===== src/rtl/pfd_pkg.sv =====
// Shared types for the phase-frequency comparator.
// Assumes nothing beyond a single clock domain.
package pfd_pkg;

    // Raw comparator request: up = reference leads, dn = feedback leads.
    typedef struct packed {
        logic up;
        logic dn;
    } pump_req_t;

    // Apply the comparison polarity: negative polarity swaps up and down.
    function automatic pump_req_t orient(pump_req_t r, logic pos);
        pump_req_t o;
        o.up = pos ? r.up : r.dn;
        o.dn = pos ? r.dn : r.up;
        return o;
    endfunction

endpackage


===== src/rtl/pfd_edge_core.sv =====
// Samples the reference and feedback trains, detects rising edges and
// keeps the two request flags of a phase-frequency comparator.
// Assumes both trains are synchronous to clk. When both flags are set, they
// clear together on the next edge (one-cycle overlap pulse).
module pfd_edge_core
    import pfd_pkg::*;
(
    input  logic      clk,
    input  logic      rst_n,
    input  logic      ref_in,
    input  logic      fb_in,
    input  logic      run,
    output logic      ref_s,
    output logic      fb_s,
    output pump_req_t req,
    output logic      done
);

    logic ref_d, fb_d;
    logic ref_rise, fb_rise;

    // Sample both trains and keep one cycle of history for edge detection.
    always_ff @(posedge clk) begin
        if (!rst_n) begin
            ref_s <= 1'b0;
            ref_d <= 1'b0;
            fb_s  <= 1'b0;
            fb_d  <= 1'b0;
        end else begin
            ref_s <= ref_in;
            ref_d <= ref_s;
            fb_s  <= fb_in;
            fb_d  <= fb_s;
        end
    end

    assign ref_rise = ref_s & ~ref_d;
    assign fb_rise  = fb_s  & ~fb_d;
    assign done     = req.up & req.dn;

    // Set a flag on its train's rising edge; clear both once both are set.
    always_ff @(posedge clk) begin
        if (!rst_n || !run || done) begin
            req <= '0;
        end else begin
            req.up <= req.up | ref_rise;
            req.dn <= req.dn | fb_rise;
        end
    end

endmodule


===== src/rtl/pfd_lock_det.sv =====
// Lock monitor: measures the width of each one-sided error pulse in clk
// cycles. Drops lock as soon as the width reaches UNLOCK_CNT. Raises lock
// after GOOD_RUN consecutive comparisons with width <= LOCK_CNT.
// Assumes LOCK_CNT < UNLOCK_CNT and GOOD_RUN >= 1.
module pfd_lock_det #(
    parameter int UNLOCK_CNT = 4,
    parameter int LOCK_CNT   = 2,
    parameter int GOOD_RUN   = 3
) (
    input  logic clk,
    input  logic rst_n,
    input  logic run,
    input  logic single,
    input  logic done,
    output logic lock
);

    localparam int ERR_W  = $clog2(UNLOCK_CNT + 2);
    localparam int GOOD_W = $clog2(GOOD_RUN + 1);

    logic [ERR_W-1:0]  err;
    logic [ERR_W-1:0]  err_nxt;
    logic [GOOD_W-1:0] good;
    logic              too_wide;

    assign err_nxt  = err + ERR_W'(1);
    assign too_wide = single && (err_nxt >= ERR_W'(UNLOCK_CNT));

    // Count the cycles of the current one-sided pulse, saturating at the limit.
    always_ff @(posedge clk) begin
        if (!rst_n || !run || done) begin
            err <= '0;
        end else if (single && err != ERR_W'(UNLOCK_CNT)) begin
            err <= err_nxt;
        end
    end

    // Track the run of narrow comparisons and update the lock flag.
    always_ff @(posedge clk) begin
        if (!rst_n) begin
            lock <= 1'b0;
            good <= '0;
        end else if (!run) begin
            lock <= 1'b1;
            good <= '0;
        end else if (too_wide) begin
            lock <= 1'b0;
            good <= '0;
        end else if (done) begin
            if (err <= ERR_W'(LOCK_CNT)) begin
                if (good == GOOD_W'(GOOD_RUN - 1)) lock <= 1'b1;
                if (good != GOOD_W'(GOOD_RUN))     good <= good + GOOD_W'(1);
            end else begin
                good <= '0;
            end
        end
    end

endmodule


===== src/rtl/pfd_out_map.sv =====
// Output mapping: applies polarity, the drive and power-save gates, the
// comparator-pair encoding and the monitor select. Purely combinational.
module pfd_out_map
    import pfd_pkg::*;
(
    input  pump_req_t req,
    input  logic      pol_pos,
    input  logic      drive_en,
    input  logic      run,
    input  logic      mon_sel,
    input  logic      ref_s,
    input  logic      fb_s,
    input  logic      lock,
    output logic      pump_up,
    output logic      pump_dn,
    output logic      pump_oe,
    output logic      cmp_r,
    output logic      cmp_p_pull,
    output logic      mon_out
);

    pump_req_t ori;
    logic      lead_only, lag_only, gate;

    // Pump steering with polarity, then the release and power-save gates.
    always_comb begin
        ori       = orient(req, pol_pos);
        gate      = drive_en & run;
        pump_up   = gate & ori.up;
        pump_dn   = gate & ori.dn;
        pump_oe   = pump_up | pump_dn;
    end

    // Comparator pair: one-sided leads only; overlap and idle leave both off.
    always_comb begin
        lead_only  = req.up & ~req.dn;
        lag_only   = req.dn & ~req.up;
        cmp_r      = pol_pos ? lag_only  : lead_only;
        cmp_p_pull = pol_pos ? lead_only : lag_only;
    end

    // Monitor pin: a sampled pulse train or the lock flag.
    always_comb begin
        mon_out = mon_sel ? (pol_pos ? ref_s : fb_s) : lock;
    end

endmodule


===== src/rtl/pfd_lock_top.sv =====
// Top level of the phase-frequency comparator with lock monitor.
// Assumes ref_in and fb_in are synchronous to clk and their high and low
// phases each last at least two clk cycles.
module pfd_lock_top
    import pfd_pkg::*;
#(
    parameter int UNLOCK_CNT = 4,
    parameter int LOCK_CNT   = 2,
    parameter int GOOD_RUN   = 3
) (
    input  logic clk,
    input  logic rst_n,
    input  logic ref_in,
    input  logic fb_in,
    input  logic pol_pos,
    input  logic mon_sel,
    input  logic drive_en,
    input  logic run,
    output logic pump_up,
    output logic pump_dn,
    output logic pump_oe,
    output logic cmp_r,
    output logic cmp_p_pull,
    output logic mon_out,
    output logic lock_o
);

    pump_req_t req;
    logic      ref_s, fb_s, done, lock;

    pfd_edge_core u_core (
        .clk    (clk),
        .rst_n  (rst_n),
        .ref_in (ref_in),
        .fb_in  (fb_in),
        .run    (run),
        .ref_s  (ref_s),
        .fb_s   (fb_s),
        .req    (req),
        .done   (done)
    );

    pfd_lock_det #(
        .UNLOCK_CNT (UNLOCK_CNT),
        .LOCK_CNT   (LOCK_CNT),
        .GOOD_RUN   (GOOD_RUN)
    ) u_lock (
        .clk    (clk),
        .rst_n  (rst_n),
        .run    (run),
        .single (req.up ^ req.dn),
        .done   (done),
        .lock   (lock)
    );

    pfd_out_map u_map (
        .req        (req),
        .pol_pos    (pol_pos),
        .drive_en   (drive_en),
        .run        (run),
        .mon_sel    (mon_sel),
        .ref_s      (ref_s),
        .fb_s       (fb_s),
        .lock       (lock),
        .pump_up    (pump_up),
        .pump_dn    (pump_dn),
        .pump_oe    (pump_oe),
        .cmp_r      (cmp_r),
        .cmp_p_pull (cmp_p_pull),
        .mon_out    (mon_out)
    );

    assign lock_o = lock;

endmodule


===== config.mk =====
export PLATFORM = sky130hd
export DESIGN_NAME = pfd_lock_top
export DESIGN_NICKNAME = d
export VERILOG_FILES = /design/src/rtl/pfd_pkg.sv /design/src/rtl/pfd_edge_core.sv /design/src/rtl/pfd_lock_det.sv /design/src/rtl/pfd_out_map.sv /design/src/rtl/pfd_lock_top.sv
export SDC_FILE = /design/constraint.sdc
export NUM_CORES = 1
export LEC_CHECK = 0
export ABC_AREA = 1
export BUFFER_PORTS_ARGS = -buffer_cell sky130_fd_sc_hd__buf_4
export CORE_MARGIN = 2
export CORE_UTILIZATION = 47
export CTS_BUF_LIST = sky130_fd_sc_hd__clkbuf_2 sky130_fd_sc_hd__clkbuf_4 sky130_fd_sc_hd__clkbuf_8
export DETAILED_ROUTE_END_ITERATION = 7
export HOLD_SLACK_MARGIN = 0.15
export PLACE_DENSITY = 0.73
export SLEW_MARGIN = 20
export SYNTH_ARGS = -nofsm -noshare
export SYNTH_HDL_FRONTEND = slang
export SYNTH_SLANG_ARGS = --single-unit
export TNS_END_PERCENT = 10

===== constraint.sdc =====
create_clock -name clk -period 1.2 [get_ports clk]
set_input_delay 0.24 -clock clk [delete_from_list [all_inputs] [get_ports clk]]
set_output_delay 0.24 -clock clk [all_outputs]
set_load 0.01 [all_outputs]

==> results of run 1 <==
==> critical path, stage by stage (launching register included) <==
cell                       delay [ps]
sky130_fd_sc_hd__dfxtp_4          370
sky130_fd_sc_hd__nor2_4           100
sky130_fd_sc_hd__a211oi_2          40
sky130_fd_sc_hd__or2_1            220
sky130_fd_sc_hd__buf_4            140
==> repair_timing <==
action / in CTS / in global routing
cloned: 0 / 0
hold buffers: 2 / 0
resized for setup: 12 / 4
endpoints found under the setup margin: 12 / 14
pin swaps: 2 / 0
endpoints found under the hold margin: 2 / 0
buffers inserted: 1 / 0
==> logic make-up (layout without fill, tap and decap cells) <==
family | after synthesis | count (layout) | synth area share, %
AND/OR/NAND/NOR | 38 | 38 | 22.6
buffers and inverters | 24 | 46 | 13.2
AO/OA/AOI/OAI | 16 | 16 | 14.9
flip-flops | 12 | 12 | 34.8
adder cells (fa/ha/maj) | 8 | 8 | 14.5
==> routing by layer <==
metal	up-vias	GRT usage (%)
li1	349	-
met1	267	20.6
met2	12	30.8
met3	2	3.88
met4	0	7.50
met5	-	0
==> flip-flops by register name (all words and copies together) (netlist names) <==
register,count
u_lock.lock,1
u_lock.err,3
u_core.ref_s,1
u_core.fb_d,1
u_core.ref_d,1
u_core.fb_s,1
u_core.req,2
u_lock.good,2
==> power by group <==
group / switching (W) / total, W / leakage [nW] / internal, W
logic: 0.0000696 / 0.000134 / 0.359 / 0.0000645
registers: 0.0000106 / 0.000421 / 0.0995 / 0.000411
clock network: 0.000137 / 0.000321 / 0.0210 / 0.000184
total: 0.000217 / 0.000876 / 0.480 / 0.000659
==> how the worst max path moves through the flow <==
| stage | start | end | slack [ps] |
|---|---|---|---|
| after global placement | u_core.req[0] | u_lock.err[1] | -10 |
| after detailed placement | u_core.req[0] | u_lock.err[1] | -30 |
| after CTS | u_core.req[1] | pump_oe | -210 |
| after global routing | u_core.req[0] | cmp_r | -270 |
| after floorplan | u_core.req[0] | u_lock.err[0] | 40 |
| final | u_core.req[1] | pump_oe | -190 |
==> layout make-up <==
| cell class | count | area (sq um) | area share, % |
|---|---|---|---|
| timing repair buffer | 18 | 140 | 15.0 |
| inverter | 24 | 93.8 | 10.0 |
| clock buffer | 4 | 36.3 | 3.88 |
| tap | 15 | 18.8 | 2.01 |
| multi-input combinational | 62 | 400 | 42.8 |
| sequential | 12 | 246 | 26.3 |
==> cells in the mapped netlist <==
library cell and number:
sky130_fd_sc_hd__ha_1 8, sky130_fd_sc_hd__o22ai_1 1, sky130_fd_sc_hd__or2_1 2, sky130_fd_sc_hd__clkinv_1 1, sky130_fd_sc_hd__o21ai_0 4, sky130_fd_sc_hd__o21ai_2 2
sky130_fd_sc_hd__a21oi_1 3, sky130_fd_sc_hd__dfxtp_1 12, sky130_fd_sc_hd__o21ai_1 1, sky130_fd_sc_hd__inv_2 4, sky130_fd_sc_hd__inv_1 18, sky130_fd_sc_hd__nand2_1 23
sky130_fd_sc_hd__nor2_1 7, sky130_fd_sc_hd__a31oi_1 1, sky130_fd_sc_hd__a21oi_2 2, sky130_fd_sc_hd__nand2_2 1, sky130_fd_sc_hd__nand3_1 5, sky130_fd_sc_hd__a211oi_1 2
sky130_fd_sc_hd__clkinv_2 1
==> metrics by stage <==
stage / TNS, ps / util, %
4_1_cts: -885 / 68.9
2_1_floorplan: 0 / -
6_report: -810 / 70.2
5_1_grt: -1770 / 70.2
3_3_place_gp: -16.8 / 62.4
3_5_place_dp: -116 / 62.4
==> flow_summary.yaml, run 1 <==
run_status:
  run_status: "finished, violations left"
  violations_in_the_final_reports: "negative setup slack"
worst_hold_path:
  worst_hold_path.endpoint: "u_lock.lock"
  timing.hold.worst_path_depth: 2
  holdCritStartpoint: "run"
  hp-class: "primary input to flop"
grt:
  grt_antenna_before_repair: 0
  gr-usage-all-layers_pct: 17.7
  grt_start_max_net_pins: 9
  grt_first_pass_wirelength_mm: 2.39
  grt_pass1_vias: 596
  grt_remaining_overflow: 0
placement:
  dpl_cell_area_sq_um: 832
  routabilityCongestion: 0.760
  worst_case_setup_slack_after_placement_ps: -34.4
  post_detailed_placement_half_perimeter_wirelength_mm: 1.12
  port-buffer-count: 14
  placed_cell_count: 128
power:
  p_total_w: 0.000876
  power_per_cell_area_nw_per_um2: 937
  power.static_leakage_nw: 0.480
  power.ir.vdd_worst_uv: 780
detailed_routing:
  detailed_route_via_count: 630
  dr.first_iter.drc_count: 8
  top_layer_used: "met4"
  routed-wl-met3_um: 38
  remaining_drc_errors: 0
  routed_wl_mm: 1.36
  drt_pre_antenna_iters: 4
  vias_per_cell: 4.67
  antenna_violating_nets_post_route: 0
  met2_wirelength_um: 661
  wl_per_cell_um: 10.1
  route.layer.met1.wl_um: 643
die:
  io_pins: 15
  floorplan.initialDensity_pct: 51.8
  dieHeight_um: 42.3
  die_x_um: 42.3
  core_area_sq_um: 1330
  rows: 13
  dieArea_sq_um: 1790
sta:
  rsz_0062_raised_after_global_routing: "true"
  clock_skew_ps: 3.42
  fin_worst_hold_slack_ps: 166
  fmax_ghz: 0.719
  final.period_utilization_pct: 116
  maxSlewHeadroom_pct: 86.8
  worstMarginPinSlew_ps: 197
  setup_viol: 8
  hold_viol_final: 0
  timing.final.ws_setup_ps: -191
  timing.final.max_slew_violations: 0
  fin_crit_ps: 1390
clock_network:
  cts_buf_count: 3
  cts.reportedPaths.clkPinSlew_ps: 80
  cts_tree: "built"
  clock_tree.root_cell: "sky130_fd_sc_hd__clkbuf_4"
  numClockSinks: 12
  ctsHtreeMaxLevel: 1
  cts.path.max_buffers: 2
  worst_skew_pair.late_latency_ps: 270
logic_synthesis:
  synth_top_area_cell: "sky130_fd_sc_hd__dfxtp_1"
  synth.cell_area_sq_um: 691
  synth_fp_nets: 114
  yosys.cell_types.count: 19
  synth.top_cells.by_area: "sky130_fd_sc_hd__dfxtp_1, sky130_fd_sc_hd__ha_1, sky130_fd_sc_hd__nand2_1"
  netlist_instances: 98
  synth_area_per_cell_sq_um: 7.05
  synth_seq_area_share_pct: 34.8
  post-synth-top-area-fraction_pct: 34.8
  synth.ff_latch_count: 12
  synth.yosys.warnings: 0
setup_path:
  worst-setup-path-type: "flop to output pin"
  rr_endpoint: "u_lock.err[1]"
  r2r-start: "u_core.req[0]"
  reg2reg_setup_slack_ps: -30
  critPathMaxFanout: 4
  worstSetupStartpointType: "flop"
  worst_setup_path_end_kind: "output pin"
  critical_path_arrival_ps: 1150
  worstPathRequired_ps: 960
  r2r.worst_path.cells: 6
flow_run:
  max_cap_violations: 0
final_layout:
  areaGrowthSynthToFinish_pct: 35.5
  layout_common_cells: "sky130_fd_sc_hd__nand2_1, sky130_fd_sc_hd__inv_1, sky130_fd_sc_hd__buf_4"
  num-fill-cells: 122
  layout-drive-gt1-share_pct: 35.8
  finalNonFillerCells: 135
  antenna_diode_instance_count: 0
  layout.cell_area.non_filler_sq_um: 936
  final_nets: 137
  layout.cells.most_common: "sky130_fd_sc_hd__nand2_1"
No activity file was read; power rests on OpenSTA's default activity.
==> run 2: changes to the inputs <==
Settings changed: CELL_PAD_IN_SITES_DETAIL_PLACEMENT set to 0, CELL_PAD_IN_SITES_GLOBAL_PLACEMENT set to 1, CORE_UTILIZATION 47 to 35, PLACE_DENSITY 0.73 to not set, PLACE_DENSITY_LB_ADDON set to 0.1.
==> run 2 against run 1 <==
Net effect: the run still ends with negative setup slack left; sequential power hardly changed; clock skew is 1.3 ps lower; core utilization is 20 points lower; sequential cell count stayed put; critical path type unchanged; combinational power is 4% higher; total power is 9.3% lower.
==> flow_summary.yaml, run 2 (synthesized netlist as in run 1, its figures left out) <==
run_status:
  run_status: "finished, violations left"
  violations_in_the_final_reports: "negative setup slack"
setup_path:
  rr_endpoint: "u_lock.good[1]"
  critical_path_arrival_ps: 1160
  worstPathRequired_ps: 960
  reg2reg_setup_slack_ps: 0
  worst-setup-path-type: "flop to output pin"
  r2r.worst_path.cells: 6
  r2r-start: "u_core.req[0]"
  cpMaxStageDelayCell: "sky130_fd_sc_hd__dfxtp_2"
  critical_path.cell_chain: "buf_6 > nor2_4 > a211oi_2 > or2_1 > buf_6"
  critical_path.top_delay_family: "flip-flops"
  cp_num_buf_inv: 2
  crit_path_frequent_cell: "sky130_fd_sc_hd__buf_6"
  critPathMaxFanout: 3
  slowest_delay_ps: 330
  worstSetupStartpointType: "flop"
  worst_setup_path_end_kind: "output pin"
final_layout:
  max_flop_register: "u_lock.err"
  antenna_diode_instance_count: 0
  finalNonFillerCells: 145
  layout_common_cells: "sky130_fd_sc_hd__nand2_1, sky130_fd_sc_hd__inv_1, sky130_fd_sc_hd__buf_4"
  layout-drive-gt1-share_pct: 41.5
  layout.area.seq_sq_um: 246
  final_nets: 136
  num-fill-cells: 211
  layout.cell_area.non_filler_sq_um: 947
  areaGrowthSynthToFinish_pct: 37.1
  layout.cells.most_common: "sky130_fd_sc_hd__nand2_1"
  number_of_flip_flops_under_the_largest_register_name: 3
  multi_input_area_sq_um: 418
  reg.largest.list: "u_lock.err: 3 flops, u_core.req: 2 flops, u_lock.good: 2 flops"
clock_network:
  numClockSinks: 12
  post_cts_buffers: 0
  cts.reportedPaths.clkPinSlew_ps: 70
  cts_buf_count: 3
  postCtsHoldBufs: 0
  ctsHtreeMaxLevel: 1
  cts_tree: "built"
  clock_tree.root_cell: "sky130_fd_sc_hd__clkbuf_4"
  cts.path.max_buffers: 2
  worst_skew_pair.late_latency_ps: 260
die:
  core_area_sq_um: 1900
  io_pins: 15
  dieHeight_um: 48.4
  dieArea_sq_um: 2340
  die_x_um: 48.4
  floorplan.initialDensity_pct: 36.3
  rows: 16
detailed_routing:
  vias_per_cell: 4.36
  routed_wl_mm: 1.31
  dr.first_iter.drc_count: 4
  antenna_violating_nets_post_route: 0
  detailed_route_via_count: 632
  remaining_drc_errors: 0
  drt_pre_antenna_iters: 4
  wl_per_cell_um: 9.05
grt:
  gr-usage-all-layers_pct: 13.0
  grt_first_pass_wirelength_mm: 2.43
  grt_pass1_vias: 595
  grt_remaining_overflow: 0
  grt_start_max_net_pins: 9
  grt_antenna_before_repair: 0
power:
  power.ir.vdd_worst_uv: 626
  power.combinational.fraction_pct: 17.6
  seq_power_share_pct: 53.3
  switching_share_pct: 25.1
  switching_power_w: 0.000199
  power_per_cell_area_nw_per_um2: 839
  share_clk_of_total_power_pct: 29.2
  internal-power_w: 0.000596
  power.static_leakage_nw: 0.475
placement:
  routabilityCongestion: 0.765
  post_detailed_placement_half_perimeter_wirelength_mm: 1.08
  port-buffer-count: 14
  dpl_cell_area_sq_um: 862
  placed_cell_count: 142
sta:
  worstMarginPinSlew_ps: 200
  fin_setup_tns_ps: -739
  maxSlewHeadroom_pct: 86.6
  clock_skew_ps: 2.14
  hold_viol_final: 0
  fin_crit_ps: 1400
  rsz_0062_raised_after_global_routing: "true"
  fin_worst_hold_slack_ps: 159
  final.period_utilization_pct: 117
  timing.final.ws_setup_ps: -198
  fmax_ghz: 0.715
  timing.final.max_slew_violations: 0
  setup_viol: 5
worst_hold_path:
  worst_hold_path.endpoint: "u_core.ref_s"
  hp-class: "primary input to flop"
  holdCritStartpoint: "ref_in"
  timing.hold.worst_path_depth: 3
flow_run:
  max_cap_violations: 0
[run 2: through the flow]
stage	util (%)	setup slack (ps)	total power [W]
6_report	49.8	-198	0.000795
2_1_floorplan	-	40.7	0.000494
5_1_grt	49.8	-289	0.000844
4_1_cts	47.8	-225	0.000794
3_3_place_gp	45.3	18.4	0.000552
3_5_place_dp	45.3	-5.83	0.000553
[run 2: cell type report]
type / instances / share of cell area, %
clock buffer: 3 / 2.38
sequential: 12 / 26.0
tap: 27 / 3.57
timing repair buffer: 17 / 14.3
inverter: 24 / 9.64
multi-input combinational: 62 / 44.1
[run 2: per-layer routing]
metal | vias to the layer above | wire (um) | track usage, %
li1 | 342 | - | -
met3 | 2 | 57 | 2.47
met4 | 0 | 13 | 5.71
met2 | 13 | 608 | 20.8
met1 | 275 | 631 | 17.0
met5 | - | 0 | 0
[run 2: what timing repair did]
action	in CTS	in global routing
setup endpoints to repair	10	12
pin swaps	2	4
gates resized for setup	9	14
[run 2: worst max-delay path by stage]
stage | slack [ps] | start | end | cells after the start
after floorplan | 40 | u_core.req[0] | u_lock.err[0] | 6
after CTS | -230 | u_core.req[0] | pump_oe | 5
after global placement | 20 | u_lock.err[0] | u_lock.good[1] | 8
after global routing | -290 | u_core.req[0] | pump_oe | 4
after detailed placement | -6 | u_core.req[0] | u_lock.err[0] | 6
final | -200 | u_core.req[0] | pump_oe | 5
[run 2: power by group through the flow]
stage	clock (W)	sequential, W	combinational, W
3_3_place_gp	0	0.000429	0.000123
6_report	0.000232	0.000423	0.000140
5_1_grt	0.000260	0.000425	0.000159
4_1_cts	0.000243	0.000422	0.000129
3_5_place_dp	0	0.000430	0.000123
2_1_floorplan	0	0.000429	0.0000653
[run 2: worst register-to-register path: cells and delay by family, from the launching register on]
family / cells / cell delay (ps)
simple gates: 2 / 150
fa+ha+maj: 1 / 320
flops: 1 / 340
compound gates: 1 / 200
buf+inv: 2 / 130
==> run 3: changes to the inputs <==
Settings changed: CORE_UTILIZATION 35 to 34, SYNTH_HIERARCHICAL set to 1.
==> run 3 against run 2 <==
Net effect: the flow still finishes with violations (negative setup slack); maximum frequency grew 13%; register-to-register slack gained 70 ps; global-route usage grew 0.24 points; count of clock-buffer cells in the layout grew 1; synthesized area grew 2.9%; combinational power is essentially flat; worst hold slack gained 12 ps; first-iteration DRC count grew to 2.5 times the previous value; cell count grew 8.3%; clock power grew 38%; cell area grew 6.1%.
==> flow_summary.yaml, run 3 <==
logic_synthesis:
  synth_most_common_cell: "sky130_fd_sc_hd__nand2_1"
  synth-edff-count: 0
  ys_async_sr_fraction_pct: 0
  synth.ff_latch_count: 12
  yosys.cell_types.count: 15
  synth_area_per_cell_sq_um: 6.58
  dominantRegCellSynth: "sky130_fd_sc_hd__dfxtp_1"
  synth_seq_area_share_pct: 33.8
  commonest_cells_post_synth: "sky130_fd_sc_hd__nand2_1, sky130_fd_sc_hd__inv_1, sky130_fd_sc_hd__dfxtp_1, sky130_fd_sc_hd__nand3_1, sky130_fd_sc_hd__a21oi_1"
  synth_fp_nets: 121
  synth.cell_area_sq_um: 711
  synth.yosys.warnings: 6
  synth_top_area_cell: "sky130_fd_sc_hd__dfxtp_1"
  netlist_instances: 108
  post-synth-top-area-fraction_pct: 33.8
  synth.top_cells.by_area: "sky130_fd_sc_hd__dfxtp_1, sky130_fd_sc_hd__nand2_1, sky130_fd_sc_hd__inv_1"
sta:
  timing.final.ws_setup_ps: -33.6
  final.period_utilization_pct: 103
  fin_crit_ps: 1230
  setup_viol: 5
  timing.final.max_slew_violations: 0
  fin_setup_tns_ps: -133
  maxSlewHeadroom_pct: 89.6
  fmax_ghz: 0.811
  clock_skew_ps: 0.421
  worstMarginPinSlew_ps: 155
  rsz_0062_raised_after_global_routing: "true"
  hold_viol_final: 0
grt:
  grt_start_max_net_pins: 8
  met1_usage_pct: 17.0
  gr-usage-all-layers_pct: 13.2
  grt_antenna_before_repair: 0
  grt-busiest-layer: "met2"
  groute.layer.met2.usage_pct: 20.4
  gr-usage-met3_pct: 3.94
  grt_first_pass_wirelength_mm: 2.53
  grt_remaining_overflow: 0
  grt_pass1_vias: 613
placement:
  port-buffer-count: 14
  post_detailed_placement_half_perimeter_wirelength_mm: 1.09
  routabilityCongestion: 0.746
final_layout:
  layout-drive-gt1-share_pct: 41.5
  reg.largest.list: "u_lock/err: 3 flops, u_core/req: 2 flops, u_lock/good: 2 flops"
  num-fill-cells: 232
  layout_common_cells: "sky130_fd_sc_hd__nand2_1, sky130_fd_sc_hd__inv_1, sky130_fd_sc_hd__buf_4"
  layout.cells.most_common: "sky130_fd_sc_hd__nand2_1"
  number_of_flip_flops_under_the_largest_register_name: 3
  antenna_diode_instance_count: 0
  max_flop_register: "u_lock/err"
  final_nets: 144
  areaGrowthSynthToFinish_pct: 41.4
worst_hold_path:
  holdCritStartpoint: "run"
  worst_hold_path.endpoint: "u_lock/lock"
  timing.hold.worst_path_depth: 2
  hp-class: "primary input to flop"
flow_run:
  max_cap_violations: 0
die:
  io_pins: 15
  core_area_sq_um: 1960
  dieHeight_um: 49.7
  floorplan.initialDensity_pct: 36.2
  dieArea_sq_um: 2470
  die_x_um: 49.7
  rows: 16
detailed_routing:
  routed_wl_mm: 1.42
  drt_pre_antenna_iters: 4
  vias_per_cell: 4.36
  dr.first_iter.drc_count: 10
  remaining_drc_errors: 0
  antenna_violating_nets_post_route: 0
  wl_per_cell_um: 9.01
  detailed_route_via_count: 684
setup_path:
  critical_path.cell_chain: "inv_4 > nand2_2 > nand3_2 > nand2_2 > buf_6"
  worstSetupStartpointType: "flop"
  r2r-start: "u_core/req[1]"
  rr_endpoint: "u_lock/good[1]"
  worstPathRequired_ps: 960
  cpMaxStageDelayCell: "sky130_fd_sc_hd__dfxtp_4"
  reg2reg_setup_slack_ps: 70
  crit_path_frequent_cell: "sky130_fd_sc_hd__nand2_2"
  worst_setup_path_end_kind: "output pin"
  r2r.worst_path.cells: 7
  critical_path_arrival_ps: 990
  worst-setup-path-type: "flop to output pin"
  critPathMaxFanout: 4
  slowest_delay_ps: 380
power:
  power_per_cell_area_nw_per_um2: 879
  power.static_leakage_nw: 0.500
  p_total_w: 0.000883
  power.ir.vdd_worst_uv: 609
clock_network:
  ctsHtreeMaxLevel: 1
  cts.reportedPaths.clkPinSlew_ps: 80
  numClockSinks: 12
  worst_skew_pair.late_latency_ps: 270
  cts_tree: "built"
  clock_tree.root_cell: "sky130_fd_sc_hd__clkbuf_4"
  cts.path.max_buffers: 2
  cts_buf_count: 3
run_status:
  run_status: "finished, violations left"
  violations_in_the_final_reports: "negative setup slack"
[run 3: changes by cell type in the layout (fill, tap and decap cells not counted), moves of 4 or more]
cell	before	now
sky130_fd_sc_hd__nand2_2	1	12
sky130_fd_sc_hd__a21oi_1	2	7
sky130_fd_sc_hd__inv_1	16	20
sky130_fd_sc_hd__nand3_1	4	8
[run 3: cell type report]
class / count / area, sq um / share of cell area, %
inverters: 27 / 109 / 10.8
repair buffers: 18 / 148 / 14.7
clock buffers: 4 / 36.3 / 3.61
flip-flops and latches: 12 / 253 / 25.2
multi-input cells: 69 / 425 / 42.3
well taps: 27 / 33.8 / 3.36
[run 3: worst max-delay path, delay by kind of cell (launching register included)]
family	cells	cell delay, ps
buffers and inverters	2	130
flip-flops	1	380
AND/OR/NAND/NOR	3	210
[run 3: logic make-up (layout without fill, tap and decap cells)]
family / Yosys count / count (layout) / synth area share (%)
buf+inv: 27 / 49 / 14.3
compound gates: 11 / 11 / 8.98
fa+ha+maj: 5 / 5 / 8.80
flops: 12 / 12 / 33.8
simple gates: 53 / 53 / 34.2
[run 3: routing by layer]
layer	share of wire, %	vias up	wire length, um
li1	-	373	-
met1	49	293	688
met2	44	14	628
met3	4.7	4	67
met4	2.1	0	30
met5	0	-	0
[run 3: worst max path at each step]
stage | from | endpoint | depth (start not counted)
final | u_core/req[0] | pump_oe | 5
after global routing | u_core/req[0] | pump_oe | 5
after CTS | u_core/req[1] | pump_oe | 5
after detailed placement | u_core/req[1] | u_lock/lock | 8
after global placement | u_core/req[1] | u_lock/lock | 8
after floorplan | u_lock/err[0] | u_lock/good[1] | 8
[run 3: per-stage QoR]
stage / cell area (sq um) / hold slack, ps / utilization, % / cells / setup WS (ps)
finish: 1000 / 171 / 51.2 / 157 / -33.6
global route: 1000 / 163 / 51.2 / 157 / -98.5
CTS: 955 / 161 / 48.7 / 157 / -52.7
detailed placement: 850 / 422 / 43.3 / 149 / -42.3
global placement: 850 / 416 / 43.3 / 149 / -32.0
floorplan: 711 / 331 / - / 108 / 130
[run 3: where the power goes]
part	switching [W]	total [W]	leakage (nW)	internal (W)
Combinational	0.0000717	0.000141	0.378	0.0000691
Clock	0.000137	0.000321	0.0210	0.000184
Sequential	0.0000118	0.000421	0.101	0.000409
Total	0.000221	0.000883	0.500	0.000663
[run 3: timing repair]
| action | 4_1_cts | 5_1_grt |
|---|---|---|
| hold buffers | 2 | 0 |
| endpoints found under the setup margin | 10 | 11 |
| gates resized for setup | 20 | 15 |
| buffers inserted | 2 | 0 |
| hold endpoints to repair | 2 | 0 |
| gates cloned | 0 | 0 |
| pin swaps | 3 | 5 |
